--- src/rtl/tcap_pkg.sv ---
package tcap_pkg;
  localparam int BYTE_W = 8;

  typedef enum logic [1:0] {
    REG_CAP_LO = 2'd0,
    REG_CAP_HI = 2'd1,
    REG_CTRL   = 2'd2,
    REG_STAT   = 2'd3
  } reg_sel_e;

  // control byte, bits 3..0
  typedef struct packed {
    logic irq_en;     // bit 3
    logic filt_en;    // bit 2
    logic edge_rise;  // bit 1
    logic src_cmp;    // bit 0
  } ctrl_t;
endpackage

--- src/rtl/tcap_sampler.sv ---
module tcap_sampler #(
  parameter int SYNC_STAGES = 2,
  parameter int FILT_LEN    = 4
) (
  input  logic clk,
  input  logic rst_n,
  input  logic din,
  input  logic filt_en,
  output logic lvl
);
  logic [SYNC_STAGES-1:0] sync_q;
  logic                   sync_out;
  logic [FILT_LEN-1:0]    hist_q;
  logic                   filt_q;
  logic                   filt_lvl;

  // synchronizer chain
  generate
    if (SYNC_STAGES == 1) begin : g_one
      always_ff @(posedge clk) begin
        if (!rst_n) sync_q <= '0;
        else        sync_q <= din;
      end
    end else begin : g_chain
      always_ff @(posedge clk) begin
        if (!rst_n) sync_q <= '0;
        else        sync_q <= {sync_q[SYNC_STAGES-2:0], din};
      end
    end
  endgenerate
  assign sync_out = sync_q[SYNC_STAGES-1];

  // agreement filter, clocked every system cycle
  always_ff @(posedge clk) begin
    if (!rst_n) begin
      hist_q <= '0;
      filt_q <= 1'b0;
    end else begin
      hist_q <= {hist_q[FILT_LEN-2:0], sync_out};
      filt_q <= filt_lvl;
    end
  end

  always_comb begin
    if (&hist_q)       filt_lvl = 1'b1;
    else if (~|hist_q) filt_lvl = 1'b0;
    else               filt_lvl = filt_q;
  end

  assign lvl = filt_en ? filt_lvl : sync_out;


  filt_agree_chk: assert property (@(posedge clk) disable iff (!rst_n)
    !$stable(filt_q) |-> ($past(sync_out, 2) == filt_q && $past(sync_out, 3) == filt_q));
endmodule

--- src/rtl/tcap_edge.sv ---
module tcap_edge (
  input  logic clk,
  input  logic rst_n,
  input  logic lvl,
  input  logic rise_sel,
  input  logic block,
  output logic evt
);
  logic prev_q;
  logic up_edge;
  logic down_edge;

  always_ff @(posedge clk) begin
    if (!rst_n) prev_q <= 1'b0;
    else        prev_q <= lvl;
  end

  assign up_edge   = lvl & ~prev_q;
  assign down_edge = ~lvl & prev_q;
  assign evt       = (rise_sel ? up_edge : down_edge) & ~block;
endmodule

--- src/rtl/tcap_regs.sv ---
module tcap_regs
  import tcap_pkg::*;
#(
  parameter int CNT_W = 16
) (
  input  logic             clk,
  input  logic             rst_n,
  input  logic             evt,
  input  logic [CNT_W-1:0] cnt,
  input  reg_sel_e         addr,
  input  logic             wr,
  input  logic             rd,
  input  logic [BYTE_W-1:0] wdata,
  output logic [BYTE_W-1:0] rdata,
  output ctrl_t            ctrl,
  output logic             irq
);
  localparam int HI_W = CNT_W - BYTE_W;

  logic [CNT_W-1:0] cap_q;
  logic [HI_W-1:0]  tmp_q;
  ctrl_t            ctrl_q;
  logic             flag_q;
  logic             flag_clr;

  assign flag_clr = wr && addr == REG_STAT && wdata[0];

  // capture register: capture beats software commit
  always_ff @(posedge clk) begin
    if (!rst_n)                            cap_q <= '0;
    else if (evt)                          cap_q <= cnt;
    else if (wr && addr == REG_CAP_LO)     cap_q <= {tmp_q, wdata};
  end

  // temporary high byte shared by reads and writes
  always_ff @(posedge clk) begin
    if (!rst_n)                            tmp_q <= '0;
    else if (wr && addr == REG_CAP_HI)     tmp_q <= wdata[HI_W-1:0];
    else if (!wr && rd && addr == REG_CAP_LO) tmp_q <= cap_q[CNT_W-1:BYTE_W];
  end

  always_ff @(posedge clk) begin
    if (!rst_n)                            ctrl_q <= '0;
    else if (wr && addr == REG_CTRL)       ctrl_q <= ctrl_t'(wdata[3:0]);
  end

  always_ff @(posedge clk) begin
    if (!rst_n)        flag_q <= 1'b0;
    else if (evt)      flag_q <= 1'b1;
    else if (flag_clr) flag_q <= 1'b0;
  end

  always_comb begin
    case (addr)
      REG_CAP_LO: rdata = cap_q[BYTE_W-1:0];
      REG_CAP_HI: rdata = BYTE_W'(tmp_q);
      REG_CTRL:   rdata = {{(BYTE_W-4){1'b0}}, ctrl_q};
      default:    rdata = {{(BYTE_W-1){1'b0}}, flag_q};
    endcase
  end

  assign ctrl = ctrl_q;
  assign irq  = flag_q & ctrl_q.irq_en;


  flag_on_capture_chk: assert property (@(posedge clk) disable iff (!rst_n)
    evt |=> flag_q);

  capture_value_chk: assert property (@(posedge clk) disable iff (!rst_n)
    evt |=> cap_q == $past(cnt));

  pair_commit_chk: assert property (@(posedge clk) disable iff (!rst_n)
    (wr && addr == REG_CAP_LO && !evt) |=> cap_q == {$past(tmp_q), $past(wdata)});
endmodule

--- src/rtl/tcap_unit.sv ---
module tcap_unit
  import tcap_pkg::*;
#(
  parameter int SYNC_STAGES = 2,
  parameter int FILT_LEN    = 4
) (
  input  logic        clk,
  input  logic        rst_n,
  input  logic        trig_pin,
  input  logic        cmp_out,
  input  logic [15:0] cnt_val,
  input  logic        top_mode,
  input  logic [1:0]  bus_addr,
  input  logic        bus_wr,
  input  logic        bus_rd,
  input  logic [7:0]  bus_wdata,
  output logic [7:0]  bus_rdata,
  output logic        irq
);
  localparam int CNT_W = 2 * BYTE_W;

  ctrl_t ctrl;
  logic  trig_raw;
  logic  lvl;
  logic  evt;

  assign trig_raw = ctrl.src_cmp ? cmp_out : trig_pin;

  tcap_sampler #(.SYNC_STAGES(SYNC_STAGES), .FILT_LEN(FILT_LEN)) u_sampler (
    .clk     (clk),
    .rst_n   (rst_n),
    .din     (trig_raw),
    .filt_en (ctrl.filt_en),
    .lvl     (lvl)
  );

  tcap_edge u_edge (
    .clk      (clk),
    .rst_n    (rst_n),
    .lvl      (lvl),
    .rise_sel (ctrl.edge_rise),
    .block    (top_mode),
    .evt      (evt)
  );

  tcap_regs #(.CNT_W(CNT_W)) u_regs (
    .clk   (clk),
    .rst_n (rst_n),
    .evt   (evt),
    .cnt   (cnt_val),
    .addr  (reg_sel_e'(bus_addr)),
    .wr    (bus_wr),
    .rd    (bus_rd),
    .wdata (bus_wdata),
    .rdata (bus_rdata),
    .ctrl  (ctrl),
    .irq   (irq)
  );


  top_hold_chk: assert property (@(posedge clk) disable iff (!rst_n)
    (top_mode && !(bus_wr && bus_addr == REG_CAP_LO)) |=> $stable(u_regs.cap_q));
endmodule

--- config.mk ---
export PLATFORM = sky130hd
export DESIGN_NAME = tcap_unit
export DESIGN_NICKNAME = d
export VERILOG_FILES = /design/src/rtl/tcap_pkg.sv /design/src/rtl/tcap_sampler.sv /design/src/rtl/tcap_edge.sv /design/src/rtl/tcap_regs.sv /design/src/rtl/tcap_unit.sv
export SDC_FILE = /design/constraint.sdc
export NUM_CORES = 1
export LEC_CHECK = 0
export ABC_AREA = 1
export BUFFER_PORTS_ARGS = -buffer_cell sky130_fd_sc_hd__buf_2
export CELL_PAD_IN_SITES_DETAIL_PLACEMENT = 1
export CELL_PAD_IN_SITES_GLOBAL_PLACEMENT = 1
export CORE_ASPECT_RATIO = 0.75
export CORE_MARGIN = 2
export CORE_UTILIZATION = 37
export DETAILED_ROUTE_END_ITERATION = 7
export PLACE_DENSITY = 0.79
export SYNTH_ARGS = -nofsm -noshare
export SYNTH_HDL_FRONTEND = slang
export SYNTH_SLANG_ARGS = --single-unit
--- constraint.sdc ---
create_clock -name clk -period 1.7 [get_ports clk]
set_input_delay 0.17 -clock clk [delete_from_list [all_inputs] [get_ports clk]]
set_output_delay 0.17 -clock clk [all_outputs]
set_load 0.02 [all_outputs]
==> run metrics, run 1 <==
status complete, no violations; antenna violations before repair 0; Syn. warnings 0; Power Total between 0.0015 and 0.002 W; share of the synthesized area in the top cell type between 30 and 40%; Routed wire per std cell about 15 um; Synth area leader dfxtp_1; worst hold start cmp_out; Die Footprint roughly 0.0057 mm2; DP Wirelength 4040 um; maximum clock frequency roughly 0.68 GHz; peak supply drop 282 uV; count of final setup violators 0; CTS buffer count 5; DR vias/cell ~5; global-route usage over all layers between 20% and 30%; maximum clock path buffer count 2; final WL around 5700 um; total grt overflow 0; RSZ-0062 raised after global routing no; Avg Cell Area, Syn 6.75 um2; relative slew slack about 66%; Hold EP u_sampler.sync_q[0]$_SDFF_PN0_; worst skew pair latency around 0.30 ns; startpoint type of the worst setup path register; crit end category register; final worst path period need 1.48 ns; flop-to-flop setup slack 0.22 ns; clock-pin slew on the worst setup and hold paths 0.08 ns; 1st-iter DRT viols between 90 and 100; Seq/Total Area, Yosys approximately 39%; FF-to-FF Start u_sampler.hist_q[1]$_SDFF_PN0_; reg-to-reg endpoint u_regs.cap_q[5]$_SDFFE_PN0P_; vias in the first global route 1902; MaxCap Viol Count 0; worst r2r path cells 11; class of the worst hold path in2reg; share of layout cells above drive strength 1 between 20% and 30%; Diodes inserted 0; Worst-Margin Slew between 0.5 and 0.6 ns; period utilization between 80% and 90%; leakage roughly 1.1 nW; Worst Skew between 0.009 and 0.01 ns; Final nets between 300 and 400; total number of vias roughly 2000; Fin Setup TNS 0 ns; placed cell areas 0.00214 mm2; Inst Count DP about 380; clock sink total 37; # IOs 42; Clock Tree Root clkbuf_8; Final Hold Fails 0; gp weighted congestion about 0.81; worst hold path cell count 3; commonest cells after routing, fill and taps aside nand2_1, nand3_1, buf_2, dfxtp_1, inv_1; area delta synth->final 19.3%; worst path arrival time 1.67 ns; Mapped Cells ~280; TritonCTS clock tree done; num rows 22; core area 0.00490 mm2; Critical Path RT 1.90 ns; Final Max Slew Viols 0; remaining antenna violation count after routing 0; Crit Path Category reg2reg; Non-Filler Instances 384; Port Buffers 41; Residual DRC 0; syn_nets approximately 310; post-synthesis cell type count 25; largest net degree at the start of global routing 34; DR pass1 iterations 4; hold buffers post-CTS 0; largest cells by area after synthesis dfxtp_1, nand2_1, nand3_1; first-pass GRT wire length 9390 um; area of the mapped netlist around 0.0019 mm2; Pwr Density 813 mW/mm2; Post-Layout Inst Area around 0.0022 mm2; Initial Util between 30% and 40%; CP max FO 13; commonest non-fill, non-tap cell in the layout nand2_1; Die Wd between 80 and 90 um; H-tree depth 2; chip height 65.7 um; flops & latches, synth 37
sequential cells by signal (all words and copies together), names as in the netlist:
signal / flops
u_regs.flag_q: 1
u_sampler.hist_q: 4
u_sampler.filt_q: 1
u_sampler.sync_q: 2
u_regs.tmp_q: 8
u_regs.cap_q: 16
u_edge.prev_q: 1
u_regs.ctrl: 4
layer usage:
metal / routed length, um / up-vias / global-route usage [%]
li1: - / 984 / -
met1: 2930 / 908 / 31.5
met2: 2350 / 55 / 32.5
met3: 354 / 8 / 4.15
met4: 85 / 0 / 7.62
met5: 0 / - / 0
Yosys cell counts, drive strengths merged:
| cell type | instances |
|---|---|
| clkbuf | 5 |
| o21ai | 6 |
| a22o | 4 |
| nand2 | 91 |
| or2 | 1 |
| o21bai | 3 |
| a31oi | 3 |
| buf | 5 |
| inv | 34 |
| nand3 | 46 |
| nor2 | 11 |
| nand4 | 3 |
| clkinv | 2 |
| dfxtp | 37 |
| o211ai | 2 |
| a21oi | 25 |
report_power, final:
group / switching (W) / internal, W
combinational: 0.000168 / 0.0000957
sequential: 0.0000230 / 0.000903
clock: 0.000345 / 0.000285
worst max-delay path by stage:
stage	startpoint	endpoint	cells after the start
2_1_floorplan	u_sampler.hist_q[1]$_SDFF_PN0_	u_regs.cap_q[5]$_SDFFE_PN0P_	11
3_3_place_gp	u_sampler.hist_q[1]$_SDFF_PN0_	u_regs.cap_q[9]$_SDFFE_PN0P_	10
3_5_place_dp	u_sampler.hist_q[1]$_SDFF_PN0_	u_regs.cap_q[2]$_SDFFE_PN0P_	10
4_1_cts	u_sampler.hist_q[1]$_SDFF_PN0_	u_regs.cap_q[3]$_SDFFE_PN0P_	9
5_1_grt	u_sampler.hist_q[1]$_SDFF_PN0_	u_regs.cap_q[14]$_SDFFE_PN0P_	11
6_report	u_sampler.hist_q[1]$_SDFF_PN0_	u_regs.cap_q[5]$_SDFFE_PN0P_	11
per-stage QoR:
stage          utilization (%)  worst slack (ns)  hold WS [ns]
2_1_floorplan                -             0.392         0.305
3_3_place_gp              43.7             0.237         0.394
3_5_place_dp              43.7             0.168         0.405
4_1_cts                   45.4             0.134        0.0893
5_1_grt                   45.7            0.0207         0.139
6_report                  45.7             0.221        0.0995
layout make-up:
cell class | count | area [um2]
Sequential cell | 37 | 741
Multi-Input combinational cell | 195 | 943
Fill cell | 681 | 2660
Tap cell | 60 | 75.1
Clock buffer | 6 | 72.6
Clock inverter | 2 | 10.0
Timing Repair Buffer | 48 | 262
Inverter | 36 | 135
critical path, cell delays in order, from the launching register on:
cell	delay (ns)
dfxtp_1	0.33
nor2_1	0.10
nand2_1	0.07
nand2_1	0.10
nand3_2	0.11
nand2_2	0.09
nand2_2	0.06
nand2_4	0.11
buf_6	0.18
nand3_1	0.09
nand2_1	0.08
a21oi_1	0.06
what timing repair did:
item	4_1_cts	5_1_grt
endpoints found under the setup margin	0	15
buffers inserted	0	0
resized for setup	0	2
cell families (layout without fill, tap and decap cells):
family	after synthesis	count (layout)	share of synthesized area (%)
AOI/OAI and AO/OA	43	43	13.1
DFF	37	37	39.5
and+or+nand+nor	152	152	36.7
buffers and inverters	46	92	10.7
Note: power is estimated with default switching activity, not from simulation.
==> run 2, diff against run 1 <==
--- a/config.mk
+++ b/config.mk
@@ -10,7 +10,7 @@
 export CELL_PAD_IN_SITES_DETAIL_PLACEMENT = 1
 export CELL_PAD_IN_SITES_GLOBAL_PLACEMENT = 1
 export CORE_ASPECT_RATIO = 0.75
-export CORE_MARGIN = 2
+export CORE_MARGIN = 10
 export CORE_UTILIZATION = 37
 export DETAILED_ROUTE_END_ITERATION = 7
 export PLACE_DENSITY = 0.79
==> run 2 against run 1 <==
Compared with the run above: sequential share of layout area fell by 1.5 points; die area is 47% higher; clock power about the same; critical path type unchanged; largest cell class unchanged.
==> run metrics, run 2 (synthesis gave the netlist of run 1 again) <==
clock-pin slew on the worst setup and hold paths 0.07 ns (about the same); commonest non-fill, non-tap cell in the layout nand2_1; top layer used by detailed routing met4; global-route usage over all layers 15.6% (-6.3 points); DP Wirelength 4590 um (+14%); # IOs 42 (unchanged); Final Hold Fails 0 (unchanged); Final Max Slew Viols 0 (unchanged); Pint 0.00134 W (+4.1%); largest net degree at the start of global routing 34 (unchanged); H-tree depth 2 (unchanged); worst r2r path cells 8 (-3); reg-to-reg endpoint u_regs.cap_q[0]$_SDFFE_PN0P_; status complete, no violations; share of layout cells above drive strength 1 23.6% (+2.3 points); Pwr Density 788 mW/mm2 (-3.0%); Residual DRC 0 (unchanged); num rows 22 (unchanged); relative slew slack 66.5% (about the same); Power Total 0.00185 W (+1.7%); remaining antenna violation count after routing 0 (unchanged); class of the worst hold path in2reg; Hold EP u_sampler.sync_q[0]$_SDFF_PN0_; worst hold path cell count 3 (unchanged); Bufs and invs on worst path 0 (-1); flop-to-flop setup slack 0.14 ns (-0.08 ns); Initial Util 38.3% (unchanged); count of final setup violators 0 (unchanged); maximum clock frequency 0.642 GHz (-5.0%); Sw Share 27.8% (-1.7 points); Crit Path Category reg2reg; Clock Tree Root clkbuf_8; antenna violations before repair 0 (unchanged); total grt overflow 0 (unchanged); switching power total 0.000513 W (-4.1%); Top delay family on crit path simple AND/OR/NAND/NOR gates; combinational share of power 15.9% (+1.4 points); Die Footprint 0.00835 mm2 (+47%); DR pass1 iterations 4 (unchanged); worst-path cell with the longest stage delay dfxtp_1; first-pass GRT wire length 10300 um (+9.4%); RSZ-0062 raised after global routing no; worst path arrival time 1.77 ns (+0.10 ns); Routed wire per std cell 16.9 um (+14%); Worst Skew 0.00306 ns (-0.00609 ns); Fin Setup TNS 0 ns (unchanged); worst hold start cmp_out; total number of vias 2041 (+4.4%); Die Wd 102 um (+19%); peak supply drop 288 uV (+2.0%); fillers 672 (-1.3%); commonest cells after routing, fill and taps aside nand2_1, nand3_1, buf_2, dfxtp_1, inv_1; met3 WL 451 um (+27%); worst skew pair latency 0.29 ns (about the same); leakage 1.16 nW (+4.0%); Worst-Margin Slew 0.500 ns (-0.00223 ns); DR vias/cell 5.23 (+2.8%); Biggest register u_regs.cap_q; maximum clock path buffer count 2 (unchanged); area delta synth->final 25.2%; startpoint type of the worst setup path register; crit end category register; CTS buffer count 5 (unchanged); Final nets 363 (+2.0%); MaxCap Viol Count 0 (unchanged); clock power share 34.0% (-0.6 points); FF-to-FF Start u_sampler.hist_q[2]$_SDFF_PN0_; WL met2 3040 um (+29%); final WL 6600 um (+15%); max reg flops 16 (unchanged); core area 0.00490 mm2 (unchanged); worst-path cell chain nand4_1 -> nand3_2 -> nand3_2 -> nand2_8 -> nand2_8 -> nand2_1 -> nand2_1 -> a21oi_1; chip height 81.7 um (+24%); TritonCTS clock tree done; CP max FO 17 (+4); final worst path period need 1.56 ns (+0.0781 ns); clock sink total 37 (unchanged); period utilization 91.6% (+4.6 points); vias in the first global route 2084 (+9.6%); CP peak stage delay 0.40 ns (+0.07 ns); Diodes inserted 0 (unchanged); Port Buffers 41 (unchanged); Hold Slack 0.114 ns (+0.0146 ns); met1 wire length 3020 um (+3.2%); 1st-iter DRT viols 107 (+10%); gp weighted congestion 0.777 (-4.2%); Flop pwr share 50.2% (-0.7 points); Critical Path RT 1.91 ns (about the same); Largest regs u_regs.cap_q x16, u_regs.tmp_q x8
[run 2: final cells by class]
| cell class | count | area, um2 | area share [%] |
|---|---|---|---|
| multi-input cells | 197 | 998 | 42.5 |
| flip-flops and latches | 37 | 741 | 31.6 |
| repair buffers | 53 | 312 | 13.3 |
| inverters | 36 | 135 | 5.76 |
| clock buffers | 7 | 86.3 | 3.68 |
| well taps | 60 | 75.1 | 3.20 |
[run 2: metrics by stage]
step                      setup slack (ns)  utilization, %  instance area, um2  instances
after floorplan                      0.392               -                1880        278
after global placement               0.180            44.3                2170        378
after detailed placement             0.108            44.3                2170        378
after CTS                           0.0450            46.1                2260        385
after global routing               0.00787            47.9                2350        390
final                                0.143            47.9                2350        390
[run 2: power by group through the flow]
stage	registers, W	logic [W]	clock network (W)
global placement	0.000945	0.000258	0
CTS	0.000926	0.000268	0.000637
floorplan	0.000939	0.000156	0
global route	0.000932	0.000327	0.000671
detailed placement	0.000946	0.000266	0
finish	0.000928	0.000293	0.000628
[run 2: what timing repair did]
| item | in CTS | in global routing |
|---|---|---|
| gates resized for setup | 0 | 8 |
| hold buffers | 0 | 0 |
| setup endpoints to repair | 0 | 17 |
| buffers inserted | 0 | 3 |
[run 2: how the worst max path moves through the flow]
| stage | startpoint | to | slack (ns) | cells after the start |
|---|---|---|---|---|
| 2_1_floorplan | u_sampler.hist_q[1]$_SDFF_PN0_ | u_regs.cap_q[5]$_SDFFE_PN0P_ | 0.39 | 11 |
| 3_3_place_gp | u_sampler.hist_q[1]$_SDFF_PN0_ | u_regs.cap_q[6]$_SDFFE_PN0P_ | 0.18 | 9 |
| 3_5_place_dp | u_sampler.hist_q[1]$_SDFF_PN0_ | u_regs.cap_q[12]$_SDFFE_PN0P_ | 0.11 | 9 |
| 4_1_cts | u_sampler.hist_q[2]$_SDFF_PN0_ | u_regs.cap_q[12]$_SDFFE_PN0P_ | 0.05 | 9 |
| 5_1_grt | u_sampler.hist_q[3]$_SDFF_PN0_ | u_regs.cap_q[10]$_SDFFE_PN0P_ | 0.008 | 11 |
| 6_report | u_sampler.hist_q[2]$_SDFF_PN0_ | u_regs.cap_q[0]$_SDFFE_PN0P_ | 0.14 | 8 |
[run 2: tightest hold or removal path, cell delays in order]
cell and delay (ns):
buf_2 0.08, nor2_1 0.04, nor2_1 0.08
[run 2: metal layers]
layer	vias to the layer above	global-route usage, %
li1	1004	-
met3	9	3.61
met5	-	0
met4	0	5.06
met2	65	24.7
met1	963	20.5
